## src/rtl/audser_pkg.sv

```systemverilog
package audser_pkg;
  localparam int DATA_W = 32;
  localparam int IDX_W  = 5;

  typedef enum logic [1:0] {
    FMT_I2S   = 2'd0,
    FMT_LEFT  = 2'd1,
    FMT_RIGHT = 2'd2,
    FMT_SPARE = 2'd3
  } fmt_e;

  // control -> datapath strobes
  typedef struct packed {
    logic clear;      // soft reset
    logic tick;       // bit period boundary
    logic emit;       // a frame bit is produced this tick
    logic wordBegin;  // first bit of a slot
    logic load;       // slot takes the FIFO word
    logic i2s;        // one-bit data lag
  } strobe_t;
endpackage

```

## src/rtl/audser_dp.sv

```systemverilog
module audser_dp
  import audser_pkg::*;
(
  input  logic              clk,
  input  logic              rstN,
  input  strobe_t           stb,
  input  logic [DATA_W-1:0] fifoData,
  input  logic [IDX_W-1:0]  cfgFirstBit,
  output logic              serData
);
  logic [DATA_W-1:0] shiftWord;
  logic [IDX_W-1:0]  bitPtr;
  logic              lagBit;
  logic              curBit;

  always_comb begin
    if (stb.wordBegin) curBit = stb.load & fifoData[cfgFirstBit];
    else               curBit = shiftWord[bitPtr];
  end

  always_ff @(posedge clk or negedge rstN) begin
    if (!rstN) begin
      shiftWord <= '0;
      bitPtr    <= '0;
      lagBit    <= 1'b0;
      serData   <= 1'b0;
    end else if (stb.clear) begin
      shiftWord <= '0;
      bitPtr    <= '0;
      lagBit    <= 1'b0;
      serData   <= 1'b0;
    end else if (stb.tick) begin
      lagBit  <= stb.emit & curBit;
      serData <= stb.i2s ? lagBit : (stb.emit & curBit);
      if (stb.wordBegin) begin
        shiftWord <= stb.load ? fifoData : '0;
        bitPtr    <= cfgFirstBit - IDX_W'(1);
      end else if (stb.emit) begin
        bitPtr <= bitPtr - IDX_W'(1);
      end
    end
  end
endmodule

```

## src/rtl/audser_ctrl.sv

```systemverilog
module audser_ctrl
  import audser_pkg::*;
#(
  parameter  int MAX_WORDS = 8,
  localparam int SLOT_W = (MAX_WORDS > 1) ? $clog2(MAX_WORDS) : 1,
  localparam int FBIT_W = $clog2(MAX_WORDS * DATA_W),
  localparam int SUM_W  = FBIT_W + 2
) (
  input  logic                 clk,
  input  logic                 rstN,
  input  logic                 softRst,
  input  logic                 enable,
  input  logic                 bitTick,
  input  logic [1:0]           cfgFormat,
  input  logic [SLOT_W-1:0]    cfgSlotsM1,
  input  logic [IDX_W-1:0]     cfgHeadBitsM1,
  input  logic [IDX_W-1:0]     cfgBitsM1,
  input  logic [IDX_W-1:0]     cfgSyncM1,
  input  logic [MAX_WORDS-1:0] cfgMask,
  input  logic [SLOT_W-1:0]    cfgFlagSlot,
  input  logic                 clrWordStart,
  input  logic                 clrFifoErr,
  input  logic                 fifoEmpty,
  output strobe_t              stb,
  output logic                 frameSync,
  output logic                 bitClkEn,
  output logic                 txActive,
  output logic                 wordStartFlag,
  output logic                 fifoErrFlag
);
  logic              running, tailPend;
  logic [IDX_W-1:0]  bitIdx;
  logic [SLOT_W-1:0] slotIdx;
  logic [FBIT_W-1:0] frameBit;

  logic isI2s, isRight, emit, lastBit, lastSlot, frameEnd;
  logic wordBegin, slotMuted, load, starve, syncHit;
  logic [IDX_W-1:0] curBitsM1;
  logic [SUM_W-1:0] frameBits, syncLen, tailPos;

  always_comb begin
    isI2s     = (cfgFormat == FMT_I2S);
    isRight   = (cfgFormat == FMT_RIGHT);
    curBitsM1 = (slotIdx == '0) ? cfgHeadBitsM1 : cfgBitsM1;
    lastBit   = (bitIdx == curBitsM1);
    lastSlot  = (slotIdx == cfgSlotsM1);
    emit      = bitTick & (running | enable) & ~softRst;
    frameEnd  = emit & lastBit & lastSlot;
    wordBegin = emit & (bitIdx == '0);
    slotMuted = cfgMask[slotIdx];
    load      = wordBegin & ~slotMuted & ~fifoEmpty;
    starve    = wordBegin & ~slotMuted & fifoEmpty;
    frameBits = SUM_W'(cfgHeadBitsM1) + SUM_W'(1)
              + SUM_W'(cfgSlotsM1) * (SUM_W'(cfgBitsM1) + SUM_W'(1));
    syncLen   = SUM_W'(cfgSyncM1) + SUM_W'(1);
    tailPos   = SUM_W'(frameBit) + syncLen;
    syncHit   = isRight ? (tailPos >= frameBits) : (SUM_W'(frameBit) < syncLen);
  end

  always_comb begin
    stb.clear     = softRst;
    stb.tick      = bitTick;
    stb.emit      = emit;
    stb.wordBegin = wordBegin;
    stb.load      = load;
    stb.i2s       = isI2s;
  end

  assign txActive = running;

  // frame position and line outputs
  always_ff @(posedge clk or negedge rstN) begin
    if (!rstN) begin
      running   <= 1'b0;
      tailPend  <= 1'b0;
      bitIdx    <= '0;
      slotIdx   <= '0;
      frameBit  <= '0;
      frameSync <= 1'b0;
      bitClkEn  <= 1'b0;
    end else if (softRst) begin
      running   <= 1'b0;
      tailPend  <= 1'b0;
      bitIdx    <= '0;
      slotIdx   <= '0;
      frameBit  <= '0;
      frameSync <= 1'b0;
      bitClkEn  <= 1'b0;
    end else if (bitTick) begin
      bitClkEn  <= emit | tailPend;
      tailPend  <= frameEnd & isI2s & ~enable;
      frameSync <= emit ? (isI2s ? ~syncHit : syncHit) : isI2s;
      if (emit) begin
        if (lastBit) begin
          bitIdx <= '0;
          if (lastSlot) begin
            slotIdx  <= '0;
            frameBit <= '0;
            running  <= enable;
          end else begin
            slotIdx  <= slotIdx + SLOT_W'(1);
            frameBit <= frameBit + FBIT_W'(1);
            running  <= 1'b1;
          end
        end else begin
          bitIdx   <= bitIdx + IDX_W'(1);
          frameBit <= frameBit + FBIT_W'(1);
          running  <= 1'b1;
        end
      end
    end
  end

  // sticky status, cleared by pulse
  always_ff @(posedge clk or negedge rstN) begin
    if (!rstN) begin
      wordStartFlag <= 1'b0;
      fifoErrFlag   <= 1'b0;
    end else if (softRst) begin
      wordStartFlag <= 1'b0;
      fifoErrFlag   <= 1'b0;
    end else begin
      wordStartFlag <= (wordStartFlag & ~clrWordStart)
                     | (wordBegin & (slotIdx == cfgFlagSlot));
      fifoErrFlag   <= (fifoErrFlag & ~clrFifoErr) | starve;
    end
  end
endmodule

```

## src/rtl/audio_frame_tx.sv

```systemverilog
module audio_frame_tx
  import audser_pkg::*;
#(
  parameter  int MAX_WORDS = 8,
  localparam int SLOT_W = (MAX_WORDS > 1) ? $clog2(MAX_WORDS) : 1
) (
  input  logic                 clk,
  input  logic                 rstN,
  input  logic                 softRst,
  input  logic                 enable,
  input  logic                 bitTick,
  input  logic [1:0]           cfgFormat,
  input  logic [SLOT_W-1:0]    cfgSlotsM1,
  input  logic [4:0]           cfgHeadBitsM1,
  input  logic [4:0]           cfgBitsM1,
  input  logic [4:0]           cfgSyncM1,
  input  logic [MAX_WORDS-1:0] cfgMask,
  input  logic [4:0]           cfgFirstBit,
  input  logic [SLOT_W-1:0]    cfgFlagSlot,
  input  logic                 clrWordStart,
  input  logic                 clrFifoErr,
  input  logic                 fifoEmpty,
  input  logic [31:0]          fifoData,
  output logic                 fifoPop,
  output logic                 serData,
  output logic                 frameSync,
  output logic                 bitClkEn,
  output logic                 txActive,
  output logic                 wordStartFlag,
  output logic                 fifoErrFlag
);
  strobe_t stb;

  audser_ctrl #(.MAX_WORDS(MAX_WORDS)) u_ctrl (
    .clk(clk), .rstN(rstN), .softRst(softRst), .enable(enable), .bitTick(bitTick),
    .cfgFormat(cfgFormat), .cfgSlotsM1(cfgSlotsM1), .cfgHeadBitsM1(cfgHeadBitsM1),
    .cfgBitsM1(cfgBitsM1), .cfgSyncM1(cfgSyncM1), .cfgMask(cfgMask),
    .cfgFlagSlot(cfgFlagSlot), .clrWordStart(clrWordStart), .clrFifoErr(clrFifoErr),
    .fifoEmpty(fifoEmpty), .stb(stb), .frameSync(frameSync), .bitClkEn(bitClkEn),
    .txActive(txActive), .wordStartFlag(wordStartFlag), .fifoErrFlag(fifoErrFlag)
  );

  audser_dp u_dp (
    .clk(clk), .rstN(rstN), .stb(stb), .fifoData(fifoData),
    .cfgFirstBit(cfgFirstBit), .serData(serData)
  );

  assign fifoPop = stb.load;
endmodule

```

## config.mk

```make
export PLATFORM = sky130hd
export DESIGN_NAME = audio_frame_tx
export DESIGN_NICKNAME = d
export VERILOG_FILES = /design/src/rtl/audser_pkg.sv /design/src/rtl/audser_dp.sv /design/src/rtl/audser_ctrl.sv /design/src/rtl/audio_frame_tx.sv
export SDC_FILE = /design/constraint.sdc
export NUM_CORES = 1
export LEC_CHECK = 0
export ABC_AREA = 1
export CORE_MARGIN = 2
export CORE_UTILIZATION = 50
export DETAILED_ROUTE_END_ITERATION = 8
export PLACE_DENSITY = 0.74
export REMOVE_ABC_BUFFERS = 1
export SLEW_MARGIN = 20
export SYNTH_ARGS = -nofsm -noshare
export SYNTH_HDL_FRONTEND = slang
export SYNTH_SLANG_ARGS = --single-unit
```

## constraint.sdc

```tcl
create_clock -name clk -period 2.7 [get_ports clk]
set_clock_uncertainty 0.2 [all_clocks]
set_input_delay 0.405 -clock clk [delete_from_list [all_inputs] [get_ports clk]]
set_output_delay 0.405 -clock clk [all_outputs]
set_load 0.01 [all_outputs]
```

==> flow_summary.toml <==
[floorplanning]
floorplan.rows = 37
die_width_um = 105.9
start_util_pct = 50.95
fp.dieArea_sq_um = 11210
die_y_um = 105.9
io_pins = 83
core_area_sq_um = 10180

[setup_path]
crit_top_cell = "nand2_1"
r2r-start = "u_ctrl.frameBit[0]"
path_class = "primary input to flop"
crit_path_max_fanout = 4
crit_buf_inv = 5
slowest_delay_ns = 0.55
critPathTopFamily = "adder cells"
regToRegEndpoint = "u_ctrl.frameSync"
crit_path_top_delay_cell = "fa_1"
worstSetupStartpointType = "primary input"
ff2ff_setup_slack_ns = -0.45
setup.worst_path.end_class = "flop"
arrival_ns = 4.08
worstPathRequired_ns = 2.80
r2r_cells = 19

[timing]
slew_violations = 0
setup_violations = 1
timing.final.crit_share_pct = 147.3
whs_ns = 0.002153
finalWorstSetupSlack_ns = -1.278
rsz0062_at_grt = "yes"
period_minus_slack_ns = 3.978
tightest_slew_ns = 0.7919
hold_viol = 0
slew_headroom_pct = 47.21
fmax_mhz = 251.4

[placed_design]
preCtsSetupSlack_ns = -2.038
hpwl_mm = 10.95
io_buffer_count = 82
gp_congestion = 0.9007
dpl_cell_area_sq_um = 6571

[clock_tree]
cts_hold_buf = 0
insertion_delay_ns = 0.36
clockBufferDepth = 2
cts_tree = "done"
clkSinkCount = 61
cts-root-buf = "clkbuf_8"
clkTransAtPathRegs_ns = 0.07
numCtsBuffers = 9
h-tree-depth = 3

[route]
met2_length_mm = 7.723
routed.top_layer = "met4"
dr.pass1.iters = 5
via_count = 5361
wl_met1_mm = 6.084
first_iter_violations = 336
routed_via_density = 5.388
drc = 0
ant_nets = 0
drt-total-wl_mm = 15.02
wl_met3_um = 799
wl_per_cell_um = 15.09

[layout]
diodes = 0
fin_util_pct = 68.49
final_cell_area_sq_um = 6975
n_fill_cell = 832
area_growth_pct = 34.43
drive_gt1_share_pct = 16.18
num-nets-final = 984

[grt]
grt_pass1_vias = 5448
gr-usage-all-layers_pct = 27.56
grt_antenna_before_repair = 0
grt_max_degree = 62
grt_pass1_wl_mm = 24.80
grt_remaining_overflow = 0

[yosys]
ys_seq_elements = 61
synth_area_sq_um = 5189
synthCells = 713
synth_largest_area_cell = "dfrtp_1"
postSynthAreaPerCell_sq_um = 7.277
yosysTopAreaCellShare_pct = 29.42
seq_area_frac_synth_pct = 29.42
yosys_warnings = 0
synthTopCellsByArea = "dfrtp_1, nand3_1, nand2_1"
synth_cell_types = 37

[power_and_ir_drop]
power_density_nw_per_um2 = 492.0
ir_worst_vdd_v = 0.0003252
total_power_uw = 3432
p_leak_uw = 0.003536

[job]
cap_violations = 0

[min_path]
hold_path.class = "primary input to asynchronous set/reset pin"

[status]
outcome = "finished with violations"
violations = "setup timing"
-- cells in the mapped netlist --
cell      count
o21ai_2       4
o31ai_1       2
o22ai_1       5
nor2_2        2
a21oi_4       1
o21a_2        1
clkinv_1      3
nand3b_1      4
nand3_1     145
nor2_4        2
inv_2         1
a21oi_1      25
buf_2         9
buf_4         1
nor3_4        1
ha_1         44
dfrtp_1      61
nor3_1        1
o41ai_1       1
nand4_1       3
o21ai_0      27
buf_1         3
and3_1        1
o21bai_1      2
o21a_1        1
xnor2_1       9
nor2_1       41
o21ai_1       2
clkinv_4      1
clkbuf_1      8
inv_1        81
xor2_1       34
o21ai_4       1
nand2_4       3
buf_6         2
fa_1         10
nand2_1     171
-- worst max-delay path by stage --
stage | from | end | slack (ns) | depth (start not counted)
6_report | cfgBitsM1[0] | u_ctrl.frameSync | -1.28 | 26
3_3_place_gp | cfgBitsM1[0] | u_ctrl.frameSync | -1.89 | 24
4_1_cts | cfgBitsM1[1] | u_ctrl.frameSync | -1.07 | 25
2_1_floorplan | cfgBitsM1[0] | u_ctrl.frameSync | -1.33 | 24
5_1_grt | cfgBitsM1[0] | u_ctrl.frameSync | -1.43 | 26
3_5_place_dp | cfgBitsM1[1] | u_ctrl.frameSync | -2.04 | 24
-- logic make-up after synthesis --
family                     share of synthesized area, %
buffers and inverters                             8.560
xor gates and xnor gates                          7.258
AOI/OAI and AO/OA                                 8.175
and+or+nand+nor                                   32.12
adders and majority gates                         14.47
DFF                                               29.42
-- flip-flops by register name, indices dropped and copies added (netlist names) --
name                  flops
u_ctrl.txActive           1
u_ctrl.wordStartFlag      1
u_ctrl.slotIdx            3
u_ctrl.frameBit           8
u_dp.shiftWord           32
u_dp.serData              1
u_ctrl.fifoErrFlag        1
u_ctrl.frameSync          1
u_dp.bitPtr               5
u_ctrl.bitClkEn           1
u_ctrl.bitIdx             5
u_ctrl.tailPend           1
u_dp.lagBit               1
-- area by class of cell --
| class | count | area, sq um | area share [%] |
|---|---|---|---|
| Clock inverter | 6 | 86.33 | 1.238 |
| Clock buffer | 10 | 137.6 | 1.973 |
| Tap cell | 136 | 170.2 | 2.439 |
| Sequential cell | 61 | 1528 | 21.90 |
| Timing Repair Buffer | 153 | 1368 | 19.61 |
| Multi-Input combinational cell | 543 | 3358 | 48.14 |
| Inverter | 86 | 327.8 | 4.700 |
-- repair_timing --
action / 4_1_cts / 5_1_grt
gates resized for setup: 49 / 12
setup buffers: 6 / 0
endpoints found under the setup margin: 2 / 1
pin swaps: 28 / 21
-- through the flow --
step / instances / setup TNS [ns]
2_1_floorplan: 690 / -2.892
3_3_place_gp: 973 / -1.893
3_5_place_dp: 973 / -2.038
4_1_cts: 995 / -1.068
5_1_grt: 995 / -1.430
6_report: 995 / -1.278
-- placed cells by master, fill, tap and decap left out, types with 7 or more instances in the layout --
master	n
nand2_1	169
nand3_1	143
inv_1	75
clkdlybuf4s50_1	72
buf_4	69
dfrtp_1	60
ha_1	40
nor2_1	39
xor2_1	31
o21ai_0	25
a21oi_1	19
clkbuf_8	10
fa_1	9
xnor2_1	8
inv_2	7
-- where the power goes --
part | internal (uW) | switching [uW]
sequential | 977 | 63.2
clock | 543 | 384
combinational | 668 | 797
-- layer usage --
metal  track usage (%)  up-vias
li1                  -     2611
met1             32.68     2510
met2             49.22      200
met3             4.515       40
met4             11.65        0
met5                 0        -
(Power assumes the default switching activity.)
